**config.mk**
```make
export PLATFORM = sky130hd
export DESIGN_NAME = cover_est
export DESIGN_NICKNAME = d
export VERILOG_FILES = /design/src/rtl/cse_pkg.sv /design/src/rtl/cse_serial_addsub.sv /design/src/rtl/cse_sign_pipe.sv /design/src/rtl/cse_weight_sum.sv /design/src/rtl/cover_est.sv
export SDC_FILE = /design/constraint.sdc
export NUM_CORES = 1
export LEC_CHECK = 0
export ABC_CLOCK_PERIOD_IN_PS = 14350
export BUFFER_PORTS_ARGS = -buffer_cell sky130_fd_sc_hd__buf_4
export CAP_MARGIN = 20
export CORE_ASPECT_RATIO = 0.5
export CORE_MARGIN = 5
export CORE_UTILIZATION = 60
export CTS_BUF_LIST = sky130_fd_sc_hd__clkbuf_4 sky130_fd_sc_hd__clkbuf_8 sky130_fd_sc_hd__clkbuf_16
export DETAILED_ROUTE_END_ITERATION = 6
export PLACE_DENSITY = 0.8
export SLEW_MARGIN = 10
export SYNTH_ARGS = -nofsm -noshare
export SYNTH_HDL_FRONTEND = slang
export SYNTH_SLANG_ARGS = --single-unit
```
**constraint.sdc**
```tcl
create_clock -name clk -period 14.35 [get_ports clk]
set_clock_uncertainty 0.2 [all_clocks]
set_input_delay 2.87 -clock clk [delete_from_list [all_inputs] [get_ports clk]]
set_output_delay 2.87 -clock clk [all_outputs]
set_load 0.01 [all_outputs]
```
**src/rtl/cse_pkg.sv**
```systemverilog
package cse_pkg;
  localparam int NC        = 4;
  localparam int W_CORNER  = 1;
  localparam int W_EDGE    = 2;
  localparam int W_CENTRE  = 4;
  localparam int COV_ONE   = NC * W_CORNER + NC * W_EDGE + W_CENTRE;
  localparam int COV_W     = $clog2(COV_ONE) + 1;

  // neighbour corner going clockwise
  function automatic int nxt(input int k);
    return (k + 1) % NC;
  endfunction
endpackage

```
**src/rtl/cse_serial_addsub.sv**
```systemverilog
// Two-beat adder/subtractor. One flip-flop keeps the low-beat carry and,
// after the high beat, the sign of the exact (HW+1)-bit high result.
module cse_serial_addsub #(
  parameter int LW  = 8,
  parameter int HW  = 8,
  parameter bit SUB = 1'b0
) (
  input  logic          clk,
  input  logic          rst,
  input  logic          lo_en,
  input  logic          hi_en,
  input  logic [LW-1:0] a_lo,
  input  logic [LW-1:0] b_lo,
  input  logic [HW-1:0] a_hi,
  input  logic [HW-1:0] b_hi,
  output logic [LW-1:0] sum_lo,
  output logic [HW:0]   sum_hi,
  output logic          cs
);
  logic [LW-1:0] b_lo_op;
  logic [LW:0]   lo_res;
  logic [HW:0]   a_ext, b_ext, b_hi_op, hi_res;

  always_comb begin
    b_lo_op = SUB ? ~b_lo : b_lo;
    lo_res  = {1'b0, a_lo} + {1'b0, b_lo_op} + {{LW{1'b0}}, SUB};
    a_ext   = {a_hi[HW-1], a_hi};
    b_ext   = {b_hi[HW-1], b_hi};
    b_hi_op = SUB ? ~b_ext : b_ext;
    hi_res  = a_ext + b_hi_op + {{HW{1'b0}}, cs};
  end

  always_ff @(posedge clk) begin
    if (rst) begin
      sum_lo <= '0;
      sum_hi <= '0;
      cs     <= 1'b0;
    end else if (lo_en) begin
      sum_lo <= lo_res[LW-1:0];
      cs     <= lo_res[LW];
    end else if (hi_en) begin
      sum_hi <= hi_res;
      cs     <= hi_res[HW];
    end
  end

  // a high beat always uses the carry left by the beat just before it
  p_hi_after_lo_r1: assert property (@(posedge clk) disable iff (rst)
    hi_en |-> $past(lo_en));
endmodule

```
**src/rtl/cse_sign_pipe.sv**
```systemverilog
module cse_sign_pipe #(
  parameter int W     = 4,
  parameter int DEPTH = 1
) (
  input  logic         clk,
  input  logic         rst,
  input  logic [W-1:0] d,
  output logic [W-1:0] q
);
  logic [DEPTH-1:0][W-1:0] st;

  generate
    if (DEPTH == 1) begin : g_one
      always_ff @(posedge clk) begin
        if (rst) st <= '0;
        else     st[0] <= d;
      end
    end else begin : g_many
      always_ff @(posedge clk) begin
        if (rst) st <= '0;
        else     st <= {st[DEPTH-2:0], d};
      end
    end
  endgenerate

  assign q = st[DEPTH-1];
endmodule

```
**src/rtl/cse_weight_sum.sv**
```systemverilog
module cse_weight_sum
  import cse_pkg::*;
(
  input  logic             clk,
  input  logic             rst,
  input  logic             en,
  input  logic [NC-1:0]    c_sg,
  input  logic [NC-1:0]    e_sg,
  input  logic             m_sg,
  output logic             out_vld,
  output logic [COV_W-1:0] cov,
  output logic [NC-1:0]    near_bk
);
  logic [COV_W-1:0] acc;

  always_comb begin
    acc = '0;
    for (int k = 0; k < NC; k++) begin
      if (!c_sg[k]) acc = acc + COV_W'(W_CORNER);
      if (!e_sg[k]) acc = acc + COV_W'(W_EDGE);
    end
    if (!m_sg) acc = acc + COV_W'(W_CENTRE);
  end

  always_ff @(posedge clk) begin
    if (rst) begin
      out_vld <= 1'b0;
      cov     <= '0;
      near_bk <= '0;
    end else begin
      out_vld <= en;
      if (en) begin
        cov     <= acc;
        near_bk <= c_sg;
      end
    end
  end

  p_cov_range_r5: assert property (@(posedge clk) disable iff (rst)
    out_vld |-> cov <= COV_W'(COV_ONE));
  p_cov_parity_r5: assert property (@(posedge clk) disable iff (rst)
    out_vld |-> cov[0] == ^(~near_bk));
  p_all_front_r6: assert property (@(posedge clk) disable iff (rst)
    (out_vld && near_bk == '0) |-> cov == COV_W'(COV_ONE));
  p_all_back_r6: assert property (@(posedge clk) disable iff (rst)
    (out_vld && near_bk == '1) |-> cov == '0);
  p_reset_r9: assert property (@(posedge clk)
    rst |=> (!out_vld && cov == '0 && near_bk == '0));
endmodule

```
**src/rtl/cover_est.sv**
```systemverilog
module cover_est
  import cse_pkg::*;
#(
  parameter int LANE_W    = 8,
  parameter bit CENTRE_TB = 1'b1
) (
  input  logic                 clk,
  input  logic                 rst,
  input  logic                 lo_stb,
  input  logic                 hi_stb,
  input  logic [NC*LANE_W-1:0] front_byte,
  input  logic [NC*LANE_W-1:0] back_byte,
  output logic                 out_vld,
  output logic [COV_W-1:0]     cov,
  output logic [NC-1:0]        near_bk
);
  localparam int HW_C = LANE_W;
  localparam int HW_E = HW_C + 1;
  localparam int HW_M = HW_E + 1;
  // opposite edge pair feeding the centre sum
  localparam int PA = CENTRE_TB ? 0 : 1;
  localparam int PB = CENTRE_TB ? 2 : 3;

  logic v1, v2, v3;
  always_ff @(posedge clk) begin
    if (rst) begin
      v1 <= 1'b0;
      v2 <= 1'b0;
      v3 <= 1'b0;
    end else begin
      v1 <= hi_stb;
      v2 <= v1;
      v3 <= v2;
    end
  end

  logic [LANE_W-1:0] c_lo [NC];
  logic [HW_C:0]     c_hi [NC];
  logic [NC-1:0]     c_sg;
  logic [LANE_W-1:0] e_lo_maybe_unused [NC];
  logic [HW_E:0]     e_hi_maybe_unused [NC];
  logic [NC-1:0]     e_sg;
  logic [LANE_W-1:0] m_lo_unused;
  logic [HW_M:0]     m_hi_unused;
  logic              m_sg;
  logic [NC-1:0]     c_sg_d, e_sg_d;

  generate
    for (genvar k = 0; k < NC; k++) begin : g_corner
      cse_serial_addsub #(.LW(LANE_W), .HW(HW_C), .SUB(1'b1)) u_sub (
        .clk   (clk),
        .rst   (rst),
        .lo_en (lo_stb),
        .hi_en (hi_stb),
        .a_lo  (back_byte[k*LANE_W +: LANE_W]),
        .b_lo  (front_byte[k*LANE_W +: LANE_W]),
        .a_hi  (back_byte[k*LANE_W +: LANE_W]),
        .b_hi  (front_byte[k*LANE_W +: LANE_W]),
        .sum_lo(c_lo[k]),
        .sum_hi(c_hi[k]),
        .cs    (c_sg[k])
      );

      // corner sign equals an exact signed compare of the two beats
      p_corner_sign_r2: assert property (@(posedge clk) disable iff (rst)
        hi_stb |=> c_sg[k] ==
          ($signed({$past(back_byte[k*LANE_W +: LANE_W]),
                    $past(back_byte[k*LANE_W +: LANE_W], 2)}) <
           $signed({$past(front_byte[k*LANE_W +: LANE_W]),
                    $past(front_byte[k*LANE_W +: LANE_W], 2)})));
    end

    for (genvar k = 0; k < NC; k++) begin : g_edge
      cse_serial_addsub #(.LW(LANE_W), .HW(HW_E), .SUB(1'b0)) u_add (
        .clk   (clk),
        .rst   (rst),
        .lo_en (hi_stb),
        .hi_en (v1),
        .a_lo  (c_lo[k]),
        .b_lo  (c_lo[nxt(k)]),
        .a_hi  (c_hi[k]),
        .b_hi  (c_hi[nxt(k)]),
        .sum_lo(e_lo_maybe_unused[k]),
        .sum_hi(e_hi_maybe_unused[k]),
        .cs    (e_sg[k])
      );
    end
  endgenerate

  cse_serial_addsub #(.LW(LANE_W), .HW(HW_M), .SUB(1'b0)) u_centre (
    .clk   (clk),
    .rst   (rst),
    .lo_en (v1),
    .hi_en (v2),
    .a_lo  (e_lo_maybe_unused[PA]),
    .b_lo  (e_lo_maybe_unused[PB]),
    .a_hi  (e_hi_maybe_unused[PA]),
    .b_hi  (e_hi_maybe_unused[PB]),
    .sum_lo(m_lo_unused),
    .sum_hi(m_hi_unused),
    .cs    (m_sg)
  );

  cse_sign_pipe #(.W(NC), .DEPTH(2)) u_cdly (
    .clk(clk), .rst(rst), .d(c_sg), .q(c_sg_d)
  );
  cse_sign_pipe #(.W(NC), .DEPTH(1)) u_edly (
    .clk(clk), .rst(rst), .d(e_sg), .q(e_sg_d)
  );

  cse_weight_sum u_wsum (
    .clk    (clk),
    .rst    (rst),
    .en     (v3),
    .c_sg   (c_sg_d),
    .e_sg   (e_sg_d),
    .m_sg   (m_sg),
    .out_vld(out_vld),
    .cov    (cov),
    .near_bk(near_bk)
  );

  p_hi_follows_lo_r1: assert property (@(posedge clk) disable iff (rst)
    lo_stb |=> hi_stb);
  p_beats_apart_r1: assert property (@(posedge clk) disable iff (rst)
    !(lo_stb && hi_stb));
  p_latency_r7: assert property (@(posedge clk) disable iff (rst)
    out_vld |-> $past(hi_stb, 4));
  p_pulse_r7: assert property (@(posedge clk) disable iff (rst)
    out_vld |=> !out_vld);
  p_hold_r7: assert property (@(posedge clk) disable iff (rst)
    !out_vld |-> ($stable(cov) && $stable(near_bk)));
endmodule

```
==> results.tsv, run 1 <==
metric	value	unit
status	finished, final reports clean	
fmax	174	MHz
CP most frequent cell	ha_1	
most common cell in the synthesized netlist	dfxtp_1	
RSZ-0062 raised after global routing	no	
slowest CP cell	or3_1	
Crit Path Max Fanout	5	
CP arrival	5820	ps
setup TNS	0	ps
Slew HR	43.8	%
worst-skew pair later-pin latency	430	ps
H-tree levels	4	
ys async rst share	0	%
Port Buffers	77	
row count	32	
share of layout cells above drive strength 1	11.2	%
Placement Setup Slack	8630	ps
Iter 0 DRT Violations	488	
die area	0.0188	mm^2
Worst setup SP type	register	
Buf/Inv on CP	2	
Peak VDD IR	89.9	uV
WP data required	14430	ps
Die Wd	189	um
Pins Over Slew Limit	0	
Final Hold Vio Count	0	
crit path kind	register to register	
Tightest Pin Transition	835	ps
top cells by area, synth	dfxtp_1 (29%), ha_1 (16%), a21oi_1 (5.4%)	
synth cell count leaders	dfxtp_1 (138), ha_1 (124), a21oi_1 (103), inv_1 (95), nand2_1 (94)	
Post-CTS Setup Bufs	0	
Util after Layout	70.0	%
top_reg_cell synth	dfxtp_1	
syn avg cell area	8.52	um^2
critical path launch point	u_cdly.q[0]	
Switching Fraction	31.2	%
Remaining DRCs	0	
dpl hpwl	18900	um
DP Cell Count	1364	
CTS Hold Bufs	0	
CP top delay family	simple AND/OR/NAND/NOR gates	
worst r2r src	u_cdly.q[0]	
Starting Density	61.8	%
WL per Instance	17.5	um
synth warn	0	
Via density	5.69	
# resized after CTS	0	
GR Overflow Total	0	
register share of total power	36.2	%
largest net degree at the start of global routing	74	
Final setup viols	0	
# IOs	78	
syn nets	1339	
EDFF count, synth	0	
CTS Buf Count	17	
Post-Layout Cell Count	1397	
core footprint	0.0156	mm^2
Final period util	40.0	%
Combinational Power Share	26.9	%
pwr/cell area	112	mW/mm^2
Chip Height	99.5	um
TritonCTS Sinks	138	
final wirelength	24400	um
First-pass DRT Iterations	5	
vias in the first global route	7894	
FF+latch count, synth	138	
final layout net count	1389	
clk root buf	clkbuf_16	
Yosys top cell area share	28.7	%
R2R setup slack	8610	ps
post-synthesis sequential area ratio	28.7	%
Leak	5.32	nW
first-pass GRT wire length	39600	um
Worst setup EP type	register	
Synth area leader	dfxtp_1	
Switch Pwr	0.381	mW
design area	0.0109	mm^2
via count	7943	
Max Cap Violations	0	
Post-DP Area	0.0103	mm^2
CTS Buffer Depth	2	
Clock power frac	37.0	%
internal power	0.842	mW
Post-Syn Area	0.00962	mm^2
post-route setup slack	8610	ps
initial antenna violation count	1	
Min-Delay Path Class	register to register	
min-delay src	u_cdly.st[0]	
RePlAce Congestion	0.886	
clock period minus worst slack	5740	ps
CTS tree	yes	
Worst-path clk slew	60	ps
Syn-to-layout area delta	13.3	%
Syn Inst Count	1129	
Yosys cell types	61	
Overall Global Routing Usage	26.5	%
Antenna Nets Post-Route	0	
Worst path max stage delay	430	ps
-- flip-flops by register name, indices dropped and copies added, names as in the netlist --
register               cells
g_corner.u_sub.sum_hi     36
g_corner.u_sub.sum_lo     32
g_edge.u_add.sum_hi       20
g_edge.u_add.sum_lo       16
u_wsum.cov                 5
g_corner.u_sub.cs          4
g_edge.u_add.cs            4
u_cdly.q                   4
u_cdly.st                  4
u_edly.q                   4
u_wsum.near_bk             4
u_centre.cs                1
u_wsum.out_vld             1
v1                         1
v2                         1
v3                         1
-- path summary, 6_finish.rpt --
kind,to,cells after the start
setup / recovery,u_wsum.cov[4],25
hold / removal,u_cdly.q[0],1
setup reg to reg,u_wsum.cov[4],25
hold reg to reg,u_cdly.q[0],1
-- placed cells by master (no fill, tap or decap), drive strengths merged, types with 3 or more instances in the layout --
master	count
nor2	92
a211oi	32
ha	124
xnor2	49
nand3	13
buf	81
inv	97
mux2i	44
and2	3
nor2b	39
o21bai	18
a31oi	14
nand2b	26
nand3b	6
a21o	48
a31o	4
dfxtp	138
nor3	7
o21ai	39
clkbuf	23
clkinv	3
or3b	6
fa	18
xor2	22
nand2	94
a21oi	103
nor4	3
o221ai	3
-- layout make-up --
class	count	area [um^2]
antenna	1	2.50
fill	1226	4680
timing repair buffer	81	608
multi-input combinational	846	6300
tap	204	255
inverter	95	357
clock inverter	9	111
sequential	138	2760
clock buffer	23	495
-- per-stage QoR --
stage	hold WS, ps	total power [mW]
2_1_floorplan	214	0.681
3_3_place_gp	228	0.761
3_5_place_dp	233	0.771
4_1_cts	251	1.22
5_1_grt	263	1.29
6_report	248	1.22
-- logic make-up after synthesis --
logic type / after synthesis / synth area share, %
flops: 138 / 28.7
xor+xnor: 73 / 7.02
mux: 46 / 4.81
fa+ha+maj: 142 / 19.9
compound gates: 284 / 18.7
buf+inv: 145 / 5.77
simple gates: 301 / 15.2
-- power by group through the flow --
| stage | clock (mW) | combinational, mW | sequential, mW |
|---|---|---|---|
| 4_1_cts | 0.454 | 0.326 | 0.441 |
| 2_1_floorplan | 0 | 0.244 | 0.437 |
| 6_report | 0.452 | 0.329 | 0.442 |
| 3_5_place_dp | 0 | 0.322 | 0.449 |
| 5_1_grt | 0.475 | 0.369 | 0.445 |
| 3_3_place_gp | 0 | 0.313 | 0.448 |
-- layer usage --
layer	share of wire, %	wire length [um]	track usage (%)
met5	0	0	0
met2	45	11000	43.0
met4	2.0	486	8.56
met3	6.1	1480	5.75
met1	47	11400	35.7
No activity file was read; power rests on OpenSTA's default activity.
==> run 2: changes to the inputs <==
--- a/config.mk
+++ b/config.mk
@@ -5,7 +5,7 @@
 export SDC_FILE = /design/constraint.sdc
 export NUM_CORES = 1
 export LEC_CHECK = 0
-export ABC_CLOCK_PERIOD_IN_PS = 14350
+export ABC_CLOCK_PERIOD_IN_PS = 6000
 export BUFFER_PORTS_ARGS = -buffer_cell sky130_fd_sc_hd__buf_4
 export CAP_MARGIN = 20
 export CORE_ASPECT_RATIO = 0.5
==> constraint.sdc (replaced) <==
create_clock -name clk -period 6 [get_ports clk]
set_clock_uncertainty 0.2 [all_clocks]
set_input_delay 1.2 -clock clk [delete_from_list [all_inputs] [get_ports clk]]
set_output_delay 1.2 -clock clk [all_outputs]
set_load 0.01 [all_outputs]
==> results.tsv, run 2 (same netlist as run 1, synthesis figures left out) <==
metric	value	unit
via count	8030	
RSZ-0062 raised after global routing	no	
row count	32	
Leak	5.32	nW
Die Wd	189	um
gr busiest metal	met2	
Min-Delay Path Class	register to register	
status	finished, final reports clean	
First-pass DRT Iterations	5	
CTS Hold Bufs	0	
Iter 0 DRT Violations	595	
largest register by flop count	g_corner.u_sub.sum_hi	
most frequent cells in the layout	dfxtp_1 (138), ha_1 (124), a21oi_1 (103)	
met2 usage in global routing	44.8	%
Final period util	94.0	%
max reg flops	36	
worst-skew pair later-pin latency	420	ps
final hold slack	235	ps
die area	0.0188	mm^2
Pins Over Slew Limit	0	
Syn-to-layout area delta	13.4	%
Final Hold Vio Count	0	
fmax	177	MHz
Antenna Nets Post-Route	0	
Chip Height	99.5	um
dpl hpwl	18900	um
most common cell after layout, fill and taps aside	dfxtp_1	
Remaining DRCs	0	
Max Cap Violations	0	
Slew HR	41.9	%
Post-Layout Cell Count	1397	
# IOs	78	
GR Overflow Total	0	
final wirelength	24300	um
Worst setup SP type	register	
Multi-input gate area	0.00632	mm^2
Port Buffers	77	
Worst-path clk slew	60	ps
M1 GR Usage	34.5	%
Via density	5.75	
Tightest Pin Transition	871	ps
clock period minus worst slack	5640	ps
Starting Density	61.8	%
first-pass GRT wire length	39900	um
Overall Global Routing Usage	26.4	%
WL per Instance	17.4	um
Util after Layout	70.1	%
Peak VDD IR	195	uV
pwr/cell area	267	mW/mm^2
final layout net count	1390	
met3 Usage GRT	5.08	%
vias in the first global route	8149	
TritonCTS Sinks	138	
CP arrival	5710	ps
clk root buf	clkbuf_16	
share of layout cells above drive strength 1	11.5	%
largest net degree at the start of global routing	84	
Seq. cell area	0.00276	mm^2
DP Cell Count	1364	
Crit Path Max Fanout	5	
antenna cells	0	
Final setup viols	0	
RePlAce Congestion	0.952	
CTS Buf Count	17	
CTS tree	yes	
WP data required	6070	ps
Top Registers	g_corner.u_sub.sum_hi x36, g_corner.u_sub.sum_lo x32, g_edge.u_add.sum_hi x20	
Worst setup EP type	register	
setup TNS	0	ps
crit path kind	register to register	
CTS Buffer Depth	2	
initial antenna violation count	2	
FILL cells	1232	
H-tree levels	4	
core footprint	0.0156	mm^2
run 2: metal layers:
metal	wire [um]	share of wire (%)	vias to the layer above
met4	399	1.6	2
met1	11100	46	3767
li1	-	-	3983
met3	1630	6.7	38
met2	11200	46	240
met5	13	0.053	-
run 2: layout make-up:
class / count / share of cell area (%)
Clock buffer: 19 / 4.15
Clock inverter: 13 / 1.32
Inverter: 95 / 3.27
Multi-Input combinational cell: 846 / 58.0
Sequential cell: 138 / 25.3
Tap cell: 204 / 2.34
Timing Repair Buffer: 82 / 5.64
run 2: final timing paths:
kind	from	to	slack [ps]	depth (start not counted)
setup reg to reg	u_cdly.q[0]	u_wsum.cov[4]	360	25
hold / removal	u_cdly.st[1]	u_cdly.q[1]	240	1
hold reg to reg	u_cdly.st[1]	u_cdly.q[1]	240	1
setup / recovery	u_cdly.q[0]	u_wsum.cov[4]	360	25
run 2: critical path, stage by stage, from the launching register on:
cell and delay, ps:
dfxtp_1 410, inv_1 90, ha_1 330, nor2_4 160, o21a_1 200, nor2_1 70
ha_1 170, nor2b_1 160, or3_1 450, nand2_1 130, inv_1 50, ha_1 250
nor2b_1 150, a31oi_2 190, xor2_1 250, ha_1 270, mux2_2 290, ha_1 180
nand2b_1 120, nand4_1 120, and2_1 200, or4_1 390, o2111a_1 260, xnor2_1 150
o211ai_1 110, o221ai_1 130
run 2: stage by stage:
step	instance area (um^2)	total power [mW]	setup WS, ps
after floorplan	9620	1.63	777
after global placement	10300	1.82	419
after detailed placement	10300	1.85	213
after CTS	10900	2.91	203
after global routing	10900	3.07	1.20
final	10900	2.92	362
run 2: where the power goes:
part           total (mW)  internal, mW  switching [mW]  leakage, nW
Combinational       0.796         0.367           0.429         3.90
Clock                1.06         0.638           0.425        0.287
Sequential           1.06         0.986          0.0721         1.13
Total                2.92          1.99           0.927         5.32
run 2: timing repair:
action	CTS	global route
resized for setup	0	4
setup buffers	0	1
setup endpoints to repair	0	1
==> run 3: changes to the inputs <==
--- a/config.mk
+++ b/config.mk
@@ -8,7 +8,6 @@
 export ABC_CLOCK_PERIOD_IN_PS = 6000
 export BUFFER_PORTS_ARGS = -buffer_cell sky130_fd_sc_hd__buf_4
 export CAP_MARGIN = 20
-export CORE_ASPECT_RATIO = 0.5
 export CORE_MARGIN = 5
 export CORE_UTILIZATION = 60
 export CTS_BUF_LIST = sky130_fd_sc_hd__clkbuf_4 sky130_fd_sc_hd__clkbuf_8 sky130_fd_sc_hd__clkbuf_16
==> constraint.sdc (replaced) <==
create_clock -name clk -period 6 [get_ports clk]
set_clock_uncertainty 0.2 [all_clocks]
set_input_delay 0.9 -clock clk [delete_from_list [all_inputs] [get_ports clk]]
set_output_delay 0.9 -clock clk [all_outputs]
set_load 0.01 [all_outputs]
==> results.tsv, run 3 (same netlist as run 1, synthesis figures left out) <==
metric	value	unit
fmax	178	MHz
Final period util	93.5	%
Final Hold Vio Count	0	
Pins Over Slew Limit	0	
largest net degree at the start of global routing	92	
Util after Layout	69.0	%
TritonCTS Sinks	138	
core footprint	0.0158	mm^2
clock period minus worst slack	5610	ps
share of layout cells above drive strength 1	11.3	%
Min-Delay Path Class	register to register	
most common cell after layout, fill and taps aside	dfxtp_1	
row count	46	
Switching Fraction	30.0	%
Syn-to-layout area delta	13.5	%
H-tree levels	4	
Post-CTS Setup Bufs	0	
CTS tree	yes	
worst-skew pair later-pin latency	420	ps
CTS Hold Bufs	0	
largest register by flop count	g_corner.u_sub.sum_hi	
initial antenna violation count	0	
Overall Global Routing Usage	25.5	%
CP arrival	5690	ps
Top Registers	g_corner.u_sub.sum_hi x36, g_corner.u_sub.sum_lo x32, g_edge.u_add.sum_hi x20	
Remaining DRCs	0	
max reg flops	36	
First-pass DRT Iterations	5	
FILL cells	1267	
Crit Path Max Fanout	5	
Switch Pwr	0.869	mW
Worst setup SP type	register	
RSZ-0062 raised after global routing	no	
Antenna Nets Post-Route	0	
clk root buf	clkbuf_16	
die area	0.0187	mm^2
via count	7909	
Worst setup EP type	register	
internal power	2.03	mW
RePlAce Congestion	0.882	
Die Wd	137	um
Multi-input gate area	0.00632	mm^2
DP Cell Count	1376	
# resized after CTS	0	
Combinational Power Share	26.6	%
CP top delay family	simple AND/OR/NAND/NOR gates	
Post-Layout Cell Count	1408	
status	finished, final reports clean	
first-pass GRT wire length	37900	um
Final setup viols	0	
Worst path max stage delay	420	ps
slowest CP cell	dfxtp_1	
Worst-path clk slew	60	ps
most frequent cells in the layout	dfxtp_1 (138), ha_1 (124), a21oi_1 (103)	
# IOs	78	
vias in the first global route	7790	
dpl hpwl	17400	um
setup TNS	0	ps
CTS Buf Count	17	
CP most frequent cell	ha_1	
CTS Buffer Depth	2	
WP data required	6070	ps
Starting Density	60.8	%
register share of total power	36.6	%
crit path kind	register to register	
final wirelength	22700	um
WL per Instance	16.1	um
antenna cells	0	
Port Buffers	77	
Via density	5.62	
Clock power frac	36.8	%
Iter 0 DRT Violations	513	
Chip Height	137	um
Max Cap Violations	0	
Slew HR	37.3	%
final layout net count	1389	
GR Overflow Total	0	
Tightest Pin Transition	940	ps
Buf/Inv on CP	2	
Leak	5.32	nW
Peak VDD IR	221	uV
pwr/cell area	265	mW/mm^2
Seq. cell area	0.00276	mm^2
[run 3: cell types whose count changed in the layout (fill, tap and decap cells not counted)]
| cell | delta |
|---|---|
| a31oi_1 | +1 |
| a31oi_2 | -1 |
| buf_4 | -1 |
| clkbuf_4 | +5 |
| clkbuf_8 | +2 |
| clkinv_2 | -1 |
| clkinv_4 | -2 |
| clkinvlp_4 | -2 |
| inv_6 | -1 |
| inv_8 | -1 |
[run 3: power by group through the flow]
stage | clock network [mW] | logic (mW) | registers (mW)
final | 1.07 | 0.770 | 1.06
after global routing | 1.12 | 0.871 | 1.06
after CTS | 1.08 | 0.769 | 1.06
after detailed placement | 0 | 0.758 | 1.08
after global placement | 0 | 0.730 | 1.07
after floorplan | 0 | 0.584 | 1.05
[run 3: layout make-up]
type	count	share of cell area [%]
multi-input combinational	846	57.9
sequential	138	25.3
timing repair buffer	81	5.57
clock buffer	26	4.74
inverter	95	3.27
tap	216	2.48
clock inverter	6	0.791
[run 3: path summary, 6_finish.rpt]
| kind | slack [ps] | cells after the start | endpoint | startpoint |
|---|---|---|---|---|
| max | 390 | 25 | u_wsum.cov[4] | u_cdly.q[0] |
| max reg2reg | 390 | 25 | u_wsum.cov[4] | u_cdly.q[0] |
| min reg2reg | 240 | 1 | u_cdly.q[3] | u_cdly.st[3] |
| min | 240 | 1 | u_cdly.q[3] | u_cdly.st[3] |
[run 3: layer usage]
layer  up-vias  GRT usage [%]  part of all wire, %
met5         -              0                    0
met1      3684           32.3                   44
li1       3981              -                    -
met4         0           11.3                  3.6
met3        46           4.08                  4.1
met2       198           43.0                   48
[run 3: per-stage QoR]
stage | power [mW] | hold slack [ps] | cell area (um^2) | setup WS (ps)
finish | 2.90 | 243 | 10900 | 388
global route | 3.05 | 264 | 10900 | 47.3
CTS | 2.90 | 246 | 10900 | 239
detailed placement | 1.83 | 233 | 10300 | 263
global placement | 1.80 | 218 | 10300 | 487
floorplan | 1.63 | 214 | 9620 | 777
